**config.mk**
```make
export PLATFORM = sky130hd
export DESIGN_NAME = rio_cfg_regs
export DESIGN_NICKNAME = d
export VERILOG_FILES = /design/src/rtl/rio_cfg_pkg.sv /design/src/rtl/rio_cfg_decode.sv /design/src/rtl/rio_cfg_wreg.sv /design/src/rtl/rio_cfg_lock.sv /design/src/rtl/rio_cfg_regs.sv
export SDC_FILE = /design/constraint.sdc
export NUM_CORES = 1
export LEC_CHECK = 0
export BUFFER_PORTS_ARGS = -buffer_cell sky130_fd_sc_hd__buf_2
export CAP_MARGIN = 0
export CORE_UTILIZATION = 41
export CTS_CLUSTER_SIZE = 16
export DETAILED_ROUTE_END_ITERATION = 6
export PLACE_DENSITY = 0.57
export SYNTH_ARGS = -nofsm -noshare
export SYNTH_HDL_FRONTEND = slang
export SYNTH_SLANG_ARGS = --single-unit
```
**constraint.sdc**
```tcl
create_clock -name clk -period 7.1 [get_ports clk]
set_input_delay 1.065 -clock clk [delete_from_list [all_inputs] [get_ports clk]]
set_output_delay 1.065 -clock clk [all_outputs]
set_load 0.03 [all_outputs]
```
**src/rtl/rio_cfg_pkg.sv**
```systemverilog
package rio_cfg_pkg;
  localparam int unsigned CFG_AW = 24;
  localparam int unsigned CFG_DW = 32;
  localparam int unsigned CFG_BW = CFG_DW / 8;

  localparam logic [CFG_AW-1:0] OFF_DEVID   = 24'h000000;
  localparam logic [CFG_AW-1:0] OFF_DEVINFO = 24'h000004;
  localparam logic [CFG_AW-1:0] OFF_FEAT    = 24'h000010;
  localparam logic [CFG_AW-1:0] OFF_BASEID  = 24'h000060;
  localparam logic [CFG_AW-1:0] OFF_LOCK    = 24'h000068;
  localparam logic [CFG_AW-1:0] OFF_CTAG    = 24'h00006C;
  localparam logic [CFG_AW-1:0] OFF_PHDR    = 24'h000100;
  localparam logic [CFG_AW-1:0] OFF_LTO     = 24'h000120;
  localparam logic [CFG_AW-1:0] OFF_RTO     = 24'h000124;
  localparam logic [CFG_AW-1:0] OFF_GCTL    = 24'h00013C;
  localparam logic [CFG_AW-1:0] OFF_MREQ    = 24'h010100;

  localparam logic [15:0] LOCK_FREE = 16'hFFFF;

  typedef enum logic [3:0] {
    SEL_NONE, SEL_DEVID, SEL_DEVINFO, SEL_FEAT, SEL_BASEID, SEL_LOCK,
    SEL_CTAG, SEL_PHDR, SEL_LTO, SEL_RTO, SEL_GCTL, SEL_MREQ
  } reg_sel_e;
endpackage

```
**src/rtl/rio_cfg_decode.sv**
```systemverilog
module rio_cfg_decode
  import rio_cfg_pkg::*;
(
  input  logic [CFG_AW-1:0] addr,
  output reg_sel_e          sel
);
  logic [CFG_AW-3:0] waddr;
  assign waddr = addr[CFG_AW-1:2];

  always_comb begin
    sel = SEL_NONE;
    unique case (waddr)
      OFF_DEVID[CFG_AW-1:2]:   sel = SEL_DEVID;
      OFF_DEVINFO[CFG_AW-1:2]: sel = SEL_DEVINFO;
      OFF_FEAT[CFG_AW-1:2]:    sel = SEL_FEAT;
      OFF_BASEID[CFG_AW-1:2]:  sel = SEL_BASEID;
      OFF_LOCK[CFG_AW-1:2]:    sel = SEL_LOCK;
      OFF_CTAG[CFG_AW-1:2]:    sel = SEL_CTAG;
      OFF_PHDR[CFG_AW-1:2]:    sel = SEL_PHDR;
      OFF_LTO[CFG_AW-1:2]:     sel = SEL_LTO;
      OFF_RTO[CFG_AW-1:2]:     sel = SEL_RTO;
      OFF_GCTL[CFG_AW-1:2]:    sel = SEL_GCTL;
      OFF_MREQ[CFG_AW-1:2]:    sel = SEL_MREQ;
      default:                 sel = SEL_NONE;
    endcase
  end
endmodule

```
**src/rtl/rio_cfg_wreg.sv**
```systemverilog
module rio_cfg_wreg
  import rio_cfg_pkg::*;
#(
  parameter logic [CFG_DW-1:0] RST_VAL = '0,
  parameter logic [CFG_DW-1:0] WR_MASK = '1
) (
  input  logic              clk,
  input  logic              rst_n,
  input  logic              we,
  input  logic [CFG_BW-1:0] be,
  input  logic [CFG_DW-1:0] wdata,
  output logic [CFG_DW-1:0] q
);
  localparam logic [CFG_DW-1:0] RST_MASKED = RST_VAL & WR_MASK;

  for (genvar b = 0; b < CFG_BW; b++) begin : g_byte
    localparam logic [7:0] BMASK = WR_MASK[8*b +: 8];
    localparam logic [7:0] BRST  = RST_MASKED[8*b +: 8];
    logic [7:0] byte_q;
    always_ff @(posedge clk) begin
      if (!rst_n)
        byte_q <= BRST;
      else if (we && be[b])
        byte_q <= wdata[8*b +: 8] & BMASK;
    end
    assign q[8*b +: 8] = byte_q;
  end
endmodule

```
**src/rtl/rio_cfg_lock.sv**
```systemverilog
module rio_cfg_lock
  import rio_cfg_pkg::*;
(
  input  logic        clk,
  input  logic        rst_n,
  input  logic        we,
  input  logic [1:0]  be,
  input  logic [15:0] wdata,
  output logic [15:0] val
);
  logic full_wr;
  logic is_free;
  assign full_wr = we && (be == 2'b11);
  assign is_free = (val == LOCK_FREE);

  always_ff @(posedge clk) begin
    if (!rst_n)
      val <= LOCK_FREE;
    else if (full_wr) begin
      if (is_free)
        val <= wdata;
      else if (wdata == val)
        val <= LOCK_FREE;
    end
  end
endmodule

```
**src/rtl/rio_cfg_regs.sv**
```systemverilog
module rio_cfg_regs
  import rio_cfg_pkg::*;
#(
  parameter logic [31:0] DEV_ID_CAR   = 32'h1A2B_0C3D,
  parameter logic [31:0] DEV_INFO_CAR = 32'h0000_0001,
  parameter logic [31:0] BASE_ID      = 32'h0000_0001,
  parameter logic [31:0] PORT_HDR     = 32'h0000_0001,
  parameter bit          HAS_BRIDGE   = 1'b1,
  parameter bit          HAS_MEMORY   = 1'b1,
  parameter bit          HAS_PROC     = 1'b1,
  parameter bit          DEVID_16     = 1'b1
) (
  input  logic              clk,
  input  logic              rst_n,
  input  logic              req_valid,
  output logic              req_ready,
  input  logic              req_write,
  input  logic [CFG_AW-1:0] req_addr,
  input  logic [CFG_BW-1:0] req_be,
  input  logic [CFG_DW-1:0] req_wdata,
  output logic              rsp_valid,
  output logic [CFG_DW-1:0] rsp_rdata,
  output logic              master_en,
  output logic [15:0]       maint_dest_id
);
  localparam logic [31:0] FEAT_VAL =
    {HAS_BRIDGE, HAS_MEMORY, HAS_PROC, 1'b0, 23'b0, DEVID_16, 1'b1, 3'b001};
  localparam logic [31:0] MASK_FULL = 32'hFFFF_FFFF;
  localparam logic [31:0] MASK_TO   = 32'hFFFF_FF00;
  localparam logic [31:0] MASK_GCTL = 32'hE000_0000;
  localparam logic [31:0] MASK_MREQ = 32'h0000_FFFF;
  localparam int unsigned MST_BIT   = 30;

  reg_sel_e    sel;
  logic        wr;
  logic [31:0] baseid_q, ctag_q, lto_q, rto_q, gctl_q, mreq_q;
  logic [15:0] lock_val;
  logic [31:0] rd_mux;

  assign req_ready = 1'b1;
  assign wr = req_valid && req_write;

  rio_cfg_decode u_dec (.addr(req_addr), .sel(sel));

  rio_cfg_wreg #(.RST_VAL(BASE_ID), .WR_MASK(MASK_FULL)) u_baseid (
    .clk(clk), .rst_n(rst_n), .we(wr && sel == SEL_BASEID), .be(req_be),
    .wdata(req_wdata), .q(baseid_q));
  rio_cfg_wreg #(.RST_VAL(32'h0), .WR_MASK(MASK_FULL)) u_ctag (
    .clk(clk), .rst_n(rst_n), .we(wr && sel == SEL_CTAG), .be(req_be),
    .wdata(req_wdata), .q(ctag_q));
  rio_cfg_wreg #(.RST_VAL(MASK_TO), .WR_MASK(MASK_TO)) u_lto (
    .clk(clk), .rst_n(rst_n), .we(wr && sel == SEL_LTO), .be(req_be),
    .wdata(req_wdata), .q(lto_q));
  rio_cfg_wreg #(.RST_VAL(MASK_TO), .WR_MASK(MASK_TO)) u_rto (
    .clk(clk), .rst_n(rst_n), .we(wr && sel == SEL_RTO), .be(req_be),
    .wdata(req_wdata), .q(rto_q));
  rio_cfg_wreg #(.RST_VAL(32'h0), .WR_MASK(MASK_GCTL)) u_gctl (
    .clk(clk), .rst_n(rst_n), .we(wr && sel == SEL_GCTL), .be(req_be),
    .wdata(req_wdata), .q(gctl_q));
  rio_cfg_wreg #(.RST_VAL(32'h0), .WR_MASK(MASK_MREQ)) u_mreq (
    .clk(clk), .rst_n(rst_n), .we(wr && sel == SEL_MREQ), .be(req_be),
    .wdata(req_wdata), .q(mreq_q));

  rio_cfg_lock u_lock (
    .clk(clk), .rst_n(rst_n), .we(wr && sel == SEL_LOCK), .be(req_be[1:0]),
    .wdata(req_wdata[15:0]), .val(lock_val));

  always_comb begin
    unique case (sel)
      SEL_DEVID:   rd_mux = DEV_ID_CAR;
      SEL_DEVINFO: rd_mux = DEV_INFO_CAR;
      SEL_FEAT:    rd_mux = FEAT_VAL;
      SEL_BASEID:  rd_mux = baseid_q;
      SEL_LOCK:    rd_mux = {16'h0, lock_val};
      SEL_CTAG:    rd_mux = ctag_q;
      SEL_PHDR:    rd_mux = PORT_HDR;
      SEL_LTO:     rd_mux = lto_q;
      SEL_RTO:     rd_mux = rto_q;
      SEL_GCTL:    rd_mux = gctl_q;
      SEL_MREQ:    rd_mux = mreq_q;
      default:     rd_mux = '0;
    endcase
  end

  always_ff @(posedge clk) begin
    if (!rst_n) begin
      rsp_valid <= 1'b0;
      rsp_rdata <= '0;
    end else begin
      rsp_valid <= req_valid && !req_write;
      if (req_valid && !req_write)
        rsp_rdata <= rd_mux;
    end
  end

  assign master_en     = gctl_q[MST_BIT];
  assign maint_dest_id = mreq_q[15:0];
endmodule

```
# Yosys cells after proc, flatten, opt, wreduce, memory -nomap -nowiden
# Index checks and enable logic that the tools add are counted.
[op_classes]
n_eq_ne = 24
n_mux = 4
n_reduce_logical = 32
[ops]
columns = ["operator", "n"]
rows = [
  ["$pmux 32 s10", 1],
  ["$eq 22x7->1 const B", 4],
  ["$eq 22x5->1 const B", 3],
  ["$pmux 4 s11", 1],
  ["$mux 16", 2],
  ["$logic_and 1x1->1", 27],
  ["$eq 22x1->1 const B", 1],
  ["$eq 22x15->1 const B", 1],
  ["$eq 22x3->1 const B", 1],
  ["$logic_not 22->1", 1],
  ["$eq 16x16->1", 1],
  ["$eq 16x16->1 const B", 1],
  ["$eq 4x3->1 const B", 4],
  ["$eq 4x4->1 const B", 4],
  ["$eq 4x2->1 const B", 2],
  ["$eq 4x1->1 const B", 1],
  ["$eq 2x2->1 const B", 1],
  ["$reduce_and 2->1", 1],
  ["$reduce_bool 2->1", 1],
  ["$reduce_or 2->1", 1],
  ["$logic_not 1->1", 1],
]
[totals]
register_bits = 180
out_inout_bits = 51
word_cells = 80

# Depth between registers and ports, before layout
# Gate-level depths: netlist of run 1.
[depth]
depth_word = 6
ltp_mapped = 9
mapped_depth_nobuf = 6

# Cells and area by module
# A second synthesis of run 1 with hierarchy kept.
[hier_totals]
hier_cells = 1193
hier_area_um2 = 10800.4
[by_module_without_submodules]
columns = ["module", "n_inst", "cells_each", "area_each_um2", "seq_area_each_um2"]
rows = [
  ["rio_cfg_regs", 1, 363, 3072.9, 660.6],
  ["rio_cfg_wreg (u_lto ...)", 2, 119, 1188.6, 480.5],
  ["rio_cfg_wreg (u_baseid)", 1, 151, 1428.9, 640.6],
  ["rio_cfg_wreg (u_ctag)", 1, 151, 1426.4, 640.6],
  ["rio_cfg_lock", 1, 118, 1081.0, 320.3],
  ["rio_cfg_wreg (u_mreq)", 1, 92, 834.6, 320.3],
  ["rio_cfg_wreg (u_gctl)", 1, 43, 346.6, 60.1],
  ["rio_cfg_decode", 1, 37, 232.7, 0.0],
]

# Worst setup path after synthesis of run 1
# Ideal clock, no wire load.
[synth_timing]
path_kind = "input to register"
from = "in req_addr[3]"
to = "reg rsp_rdata[11]"
arrival_ns = 3.146
required_time_ns = 7.021
setup_slack_ns = 3.874
cell_stages = 8
path_buffers = 2
cell_sequence = "buf_2 > or2_4 > or4b_4 > a311oi_4 > nor3_4 > buf_6 > mux2_4 > a211oi_2"
[synth_via]
elab_chain_len = 5
elab_cells_between_ends = 25
cone_classes = "eq/ne: 21; mux: 2; reduce/logical: 2"
[synth_lines]
columns = ["item", "line_no", "rtl"]
rows = [
  ["start: declaration", "rio_cfg_regs.sv:18", "input logic [CFG_AW-1:0] req_addr,"],
  ["$eq 22x15->1, or another cell as far along", "rio_cfg_decode.sv:12", "unique case (waddr)"],
  ["$pmux 4 s11 *", "rio_cfg_decode.sv:12", ""],
  ["$eq 4x3->1 / $eq 4x2->1 (equally long branches)", "rio_cfg_regs.sv:69", "unique case (sel)"],
  ["$reduce_or 2->1 (no line)", "--", ""],
  ["$pmux 32 s10 *", "rio_cfg_regs.sv:69", ""],
  ["end signal: assignment", "rio_cfg_regs.sv:92", "rsp_rdata <= rd_mux;"],
  ["end: declaration", "rio_cfg_regs.sv:22", "output logic [CFG_DW-1:0] rsp_rdata,"],
]
# Every way passes the cells marked *; elsewhere a longest branch is shown, timed or not.
# A chain may end at the register's enable or synchronous reset.

# Final worst setup path of run 1
[layout_timing]
from = "in req_addr[2]"
to = "reg rsp_rdata[1]"
# Same word-level chain as after synthesis.

==> results.md, run 1 <==
* Status: finished clean
* Multi-input logic area at 0.004933 sq mm
* Post-Synth Adder-Cell Area at 0%
* Routed len/inst at 18.99 um
* Die height at 148.6 um
* Clock sinks at 180
* Hold_ws at 0.4521 ns
* Post CTS Setup Buffer Count at 0
* Final nets at 1095
* Total power at 2.156 mW
* Ys async rst share at 0%
* Final Hold Violating Endpoints at 0
* Main combinational cell family by area after synthesis: simple AND/OR/NAND/NOR gates
* DIE WIDTH at 148.6 um
* Min Clock Period, post-route at 3.806 ns
* Most common cell after layout, fill and taps aside: nand2_1
* Slew of the pin with the lowest slew margin at 1.216 ns
* Die ar. at 0.02208 sq mm
* DR iter-0 viols at 461
* CP endpoint kind: register
* Post-synthesis register bit count at 180
* Final setup viols at 0
* Syn nets at 1017
* Most frequent cells in the layout: nand2_1 (202), dfxtp_1 (180), buf_2 (110)
* Total track usage at 23.13%
* Req. time, crit path at 7.44 ns
* Post-Syn Area per Cell at 9.245 sq um
* Post-synth EDFFs at 0
* Final Slew Violations at 0
* DR vias at 7308
* Area of placed instances at 0.009552 sq mm
* Fillcell total at 2059
* PwrDens at 211.4 mW/mm^2
* Final WL at 25030 um
* Synth area leader: dfxtp_1
* First-pass GRT wire length at 39040 um
* IO Pins at 115
* Worst VDD drop at 0.0001445 V
* Lkg Pwr at 3.960 nW
* H-tree depth at 4
* Final GP Congestion at 0.8990
* Via density at 5.545
* Antenna Cells at 0
* Setup crit start kind: input port
* Crit path kind: input port to register
* Port Buffers at 111
* Hold_buf cts at 0
* CTS tree: done
* Yosys cell types at 59
* Compound-Gate Fraction of Synth Area at 16.97%
* Hpwl dp at 16040 um
* Share of the synthesized area in the top cell type at 40.90%
* Worst Skew at 0.009978 ns
* Cell Rows at 53
* Drt drc at 0
* Simple logic cell fraction of the synthesized area at 21.71%
* XOR/XNOR share of the synthesized area at 1.690%
* Post-route design area at 0.01020 sq mm
* Main synth FF type: dfxtp_1
* Initial core utilization at 41.91%
* Largest net degree at the start of global routing at 93
* Seq/Total Area, Yosys at 40.90%
* Synth Cell Area at 0.008811 sq mm
* Max-cap violations at 0
* Final Util at 48.51%
* Cts repair resizes at 0
* Storage cell area at 0.003603 sq mm
* Vias in the first global route at 6835
* Mux cell area share after synthesis at 15.05%
* Slew margin rel. at 18.83%
* Yosys warnings at 0
* Fmax achieved at 262.7 MHz
* Crit share post-route at 53.60%
* Root Buffer: clkbuf_16
* Share of cells above drive strength 1 at 21.76%
* Routed Antenna Nets at 0
* Crit Path Max Fanout at 48
* RSZ-0062 raised after global routing: false
* Setup TNS at 0 ns
* P&R area growth vs syn at 15.73%
* Clock Latency Late Sink at 0.43 ns
* Area contributors post-synth: dfxtp_1 (41%), mux2i_1 (11%), nand2_1 (8.6%)
* Num CTS Buffers at 17
* Worst-path clk slew at 0.07 ns
* Antenna violations before repair at 0
* Post-Synthesis Cells at 953
* Hold Crit Class: register to register
* Core ar. at 0.02102 sq mm
* Gr ovfl total at 0
* Worst EP arrival at 4.15 ns
* 1st-pass router iterations at 7
* Max clock buf depth at 2
synth_stat cells (all sizes together) (11+ instances only):
cell type	count
mux2i	98
nand3	28
clkbuf	40
and2	13
a221o	22
buf	25
mux2	24
nor2	40
xnor2	17
a21oi	13
nand4	11
nand2	202
a211oi	40
nor4	13
nand2b	18
dfxtp	180
a221oi	11
a21boi	50
nor2b	38
metal layers:
layer,up-vias,track usage (%),wire (um)
li1,3537,-,-
met1,3569,32.98,12030
met2,185,36.19,11470
met3,17,3.896,1306
met4,0,5.309,212
met5,-,0,0
path summary, 6_finish.rpt:
path / startpoint / endpoint / slack [ns] / cells past startpoint
hold reg to reg: u_ctag.g_byte[2].byte_q[6]$_SDFFE_PN0P_ / u_ctag.g_byte[2].byte_q[6]$_SDFFE_PN0P_ / 0.45 / 2
hold / removal: u_ctag.g_byte[2].byte_q[6]$_SDFFE_PN0P_ / u_ctag.g_byte[2].byte_q[6]$_SDFFE_PN0P_ / 0.45 / 2
setup / recovery: req_addr[2] / rsp_rdata[1]$_SDFFE_PN0P_ / 3.29 / 7
setup reg to reg: u_lock.val[9]$_SDFFE_PN1P_ / u_lock.val[13]$_SDFFE_PN1P_ / 5.06 / 7
cell families after synthesis:
kind of cell,after synthesis
DFF,180
xor gates and xnor gates,17
and+or+nand+nor,395
buffers and inverters,69
AOI/OAI and AO/OA,169
other,1
muxes,122
cell type report:
class / count / area share (%)
multi-input cells: 704 / 48.38
well taps: 275 / 3.374
clock inverters: 12 / 1.890
repair buffers: 124 / 6.429
inverters: 4 / 0.1472
flip-flops and latches: 180 / 35.34
clock buffers: 19 / 4.442
power by group:
| part | internal, mW | total [mW] | switching [mW] |
|---|---|---|---|
| clock | 0.616 | 1.04 | 0.421 |
| sequential | 1.01 | 1.01 | 0.0000513 |
| combinational | 0.0358 | 0.109 | 0.0735 |
| total | 1.66 | 2.16 | 0.495 |
worst max-delay path, stage by stage:
cell and delay (ns):
buf_2 0.17, nor4_1 0.36, nand3_1 0.43, a211oi_4 0.60, and2_2 0.98, a21boi_0 0.26, a211oi_1 0.27
metrics by stage:
stage,cells,worst slack [ns]
3_5_place_dp,1287,2.884
3_3_place_gp,1287,2.861
5_1_grt,1318,3.070
4_1_cts,1318,3.318
2_1_floorplan,953,3.874
6_report,1318,3.294
state kept, by name (all words and copies together) (netlist names):
register	cells
u_mreq.g_byte.byte_q	16
rsp_valid	1
u_ctag.g_byte.byte_q	32
u_lock.val	16
u_lto.g_byte.byte_q	24
u_baseid.g_byte.byte_q	32
rsp_rdata	32
u_gctl.g_byte.byte_q	3
u_rto.g_byte.byte_q	24
(Power assumes the default switching activity.)
==> run 2, diff against run 1 <==
--- a/config.mk
+++ b/config.mk
@@ -10,7 +10,7 @@
 export CORE_UTILIZATION = 41
 export CTS_CLUSTER_SIZE = 16
 export DETAILED_ROUTE_END_ITERATION = 6
-export PLACE_DENSITY = 0.57
+export PLACE_DENSITY = 0.59
 export SYNTH_ARGS = -nofsm -noshare
 export SYNTH_HDL_FRONTEND = slang
 export SYNTH_SLANG_ARGS = --single-unit
==> constraint.sdc (replaced) <==
create_clock -name clk -period 3.3 [get_ports clk]
set_input_delay 0.495 -clock clk [delete_from_list [all_inputs] [get_ports clk]]
set_output_delay 0.495 -clock clk [all_outputs]
set_load 0.03 [all_outputs]
==> results.md, run 2 (synthesized netlist as in run 1, its figures left out) <==
* Status: finished clean
* Die ar. at 0.02208 sq mm (unchanged)
* CTS tree: done
* Cts repair resizes at 0 (unchanged)
* Final setup viols at 0 (unchanged)
* Met1 Usage GRT at 32.68% (-0.30 points)
* Worst VDD drop at 0.0003882 V (+170%)
* DIE WIDTH at 148.6 um (unchanged)
* Reg2reg setup slack at 1.31 ns (-3.75 ns)
* Final Util at 49.33% (+0.82 points)
* Beginning of the worst hold path: req_wdata[22]
* DR vias at 7370 (+0.85%)
* Placed cells at 1315 (+2.2%)
* Final WL at 24910 um (-0.47%)
* Global route hottest layer: met2
* H-tree depth at 4 (unchanged)
* Clock sinks at 180 (unchanged)
* First-pass GRT wire length at 38910 um (-0.34%)
* WHS Endpoint: u_rto.g_byte[2].byte_q[6]$_SDFFE_PN1P_
* Root Buffer: clkbuf_16
* Min Clock Period, post-route at 2.770 ns
* 1st-pass router iterations at 5 (-2)
* RSZ-0062 raised after global routing: false
* Initial core utilization at 41.91% (unchanged)
* Fmax achieved at 361.0 MHz
* Combinational power share at 5.5% (+0.4 points)
* R2r endpoint: u_lock.val[6]$_SDFFE_PN1P_
* Req. time, crit path at 3.65 ns (-3.79 ns)
* Cell Rows at 53 (unchanged)
* Worst EP arrival at 3.12 ns (-1.03 ns)
* Die height at 148.6 um (unchanged)
* Share of cells above drive strength 1 at 23.88% (+2.1 points)
* IO Pins at 115 (unchanged)
* Slew margin rel. at 18.39% (-0.44 points)
* Drt drc at 0 (unchanged)
* Grt met2 use at 35.40% (-0.79 points)
* Most frequent cells in the layout: nand2_1 (202), dfxtp_1 (180), buf_2 (110)
* Pre-CTS setup slack at 0.09708 ns (-2.787 ns)
* Internal cell power at 3.298 mW (+99%)
* Switching Share at 23.92% (+0.96 points)
* Clk pwr share at 44.4% (-3.7 points)
* Worst Skew at 0.006953 ns (-0.003025 ns)
* Gr ovfl total at 0 (unchanged)
* Largest registers: rsp_rdata (32), u_baseid.g_byte.byte_q (32), u_ctag.g_byte.byte_q (32)
* Post CTS Setup Buffer Count at 0 (unchanged)
* Switch Pwr at 1.037 mW (+110%)
* Worst-path clk slew at 0.07 ns (about the same)
* Clock Latency Late Sink at 0.43 ns (about the same)
* Port Buffers at 111 (unchanged)
* Post-route design area at 0.01037 sq mm (+1.7%)
* Final GP Congestion at 0.8773 (-2.4%)
* Sequential share of power at 50.1% (+3.3 points)
* Area of placed instances at 0.009812 sq mm (+2.7%)
* CP endpoint kind: register
* Routed Antenna Nets at 0 (unchanged)
* P&R area growth vs syn at 17.69%
* Hpwl dp at 16770 um (+4.5%)
* Final Slew Violations at 0 (unchanged)
* Setup TNS at 0 ns (unchanged)
* Fin cells at 1348 (+2.3%)
* Hold_ws at 0.3246 ns (-0.1275 ns)
* Crit path kind: input port to register
* Max-cap violations at 0 (unchanged)
* DR iter-0 viols at 510 (+11%)
* Hold_buf cts at 0 (unchanged)
* Slew of the pin with the lowest slew margin at 1.220 ns (+0.004632 ns)
* Antenna violations before repair at 1 (+1)
* PwrDens at 418.0 mW/mm^2 (+98%)
* Vias in the first global route at 6917 (+1.2%)
* Worst r2r src: u_lock.val[3]$_SDFFE_PN1P_
* Total power at 4.335 mW (+100%)
* Crit Path Max Fanout at 16 (-67%)
* Routed len/inst at 18.48 um (-2.7%)
* Largest net degree at the start of global routing at 72 (-23%)
* R2R cell count at 7 (unchanged)
* Via density at 5.467 (-1.4%)
* Total track usage at 22.96% (-0.17 points)
* Core ar. at 0.02102 sq mm (unchanged)
* Crit share post-route at 83.94%
* Final Hold Violating Endpoints at 0 (unchanged)
* Hold Crit Class: input port to register
* Setup crit start kind: input port
* Lkg Pwr at 4.078 nW (+3.0%)
* Max clock buf depth at 2 (unchanged)
* Met3 Resource Use GR at 3.528% (-0.37 points)
* Most common cell after layout, fill and taps aside: nand2_1
* Final nets at 1123 (+2.6%)
* WHS Path Cells at 3 (+1)
* Final worst slack at 0.5301 ns (-2.764 ns)
* Num CTS Buffers at 17 (unchanged)
run 2: cell count changes in the layout (fill, tap and decap cells not counted), moves of 4 or more:
cell	change
buf_12	+4
buf_4	+24
bufinv_16	-4
clkinv_2	+5
run 2: power by group through the flow:
stage          Sequential, mW  Clock [mW]  Combinational [mW]
4_1_cts                  2.17        1.96               0.238
6_report                 2.17        1.92               0.238
3_5_place_dp             2.22           0               0.237
2_1_floorplan            2.22           0               0.122
5_1_grt                  2.17        2.05               0.256
3_3_place_gp             2.22           0               0.236
run 2: worst max-delay path by stage:
stage | from | endpoint | slack (ns) | cells after the start
global route | req_addr[4] | rsp_rdata[10]$_SDFFE_PN0P_ | 0.41 | 8
finish | req_addr[4] | rsp_rdata[10]$_SDFFE_PN0P_ | 0.53 | 8
global placement | req_addr[4] | rsp_rdata[10]$_SDFFE_PN0P_ | 0.15 | 8
CTS | req_addr[4] | rsp_rdata[10]$_SDFFE_PN0P_ | 0.57 | 8
detailed placement | req_addr[4] | rsp_rdata[10]$_SDFFE_PN0P_ | 0.1 | 8
floorplan | req_addr[3] | rsp_rdata[11]$_SDFFE_PN0P_ | 0.64 | 8
run 2: critical path: stages:
cell and delay [ns]:
buf_2 0.14, xnor2_1 0.27, or4b_4 0.19, a311oi_4 0.10, nor3_4 0.94, buf_4 0.39, mux2_2 0.36, a211oi_1 0.21
run 2: routing by layer:
metal | vias up | wire length (um)
li1 | 3587 | -
met3 | 22 | 1157
met5 | - | 0
met1 | 3575 | 12270
met4 | 0 | 364
met2 | 186 | 11120
run 2: area by class of cell:
| type | instances | area (sq um) |
|---|---|---|
| fillers | 2051 | 10650 |
| repair buffers | 152 | 915.9 |
| clock inverters | 11 | 75.07 |
| diodes | 1 | 2.502 |
| inverters | 4 | 15.01 |
| flip-flops and latches | 180 | 3603 |
| well taps | 275 | 344.1 |
| clock buffers | 21 | 480.5 |
| multi-input cells | 704 | 4933 |
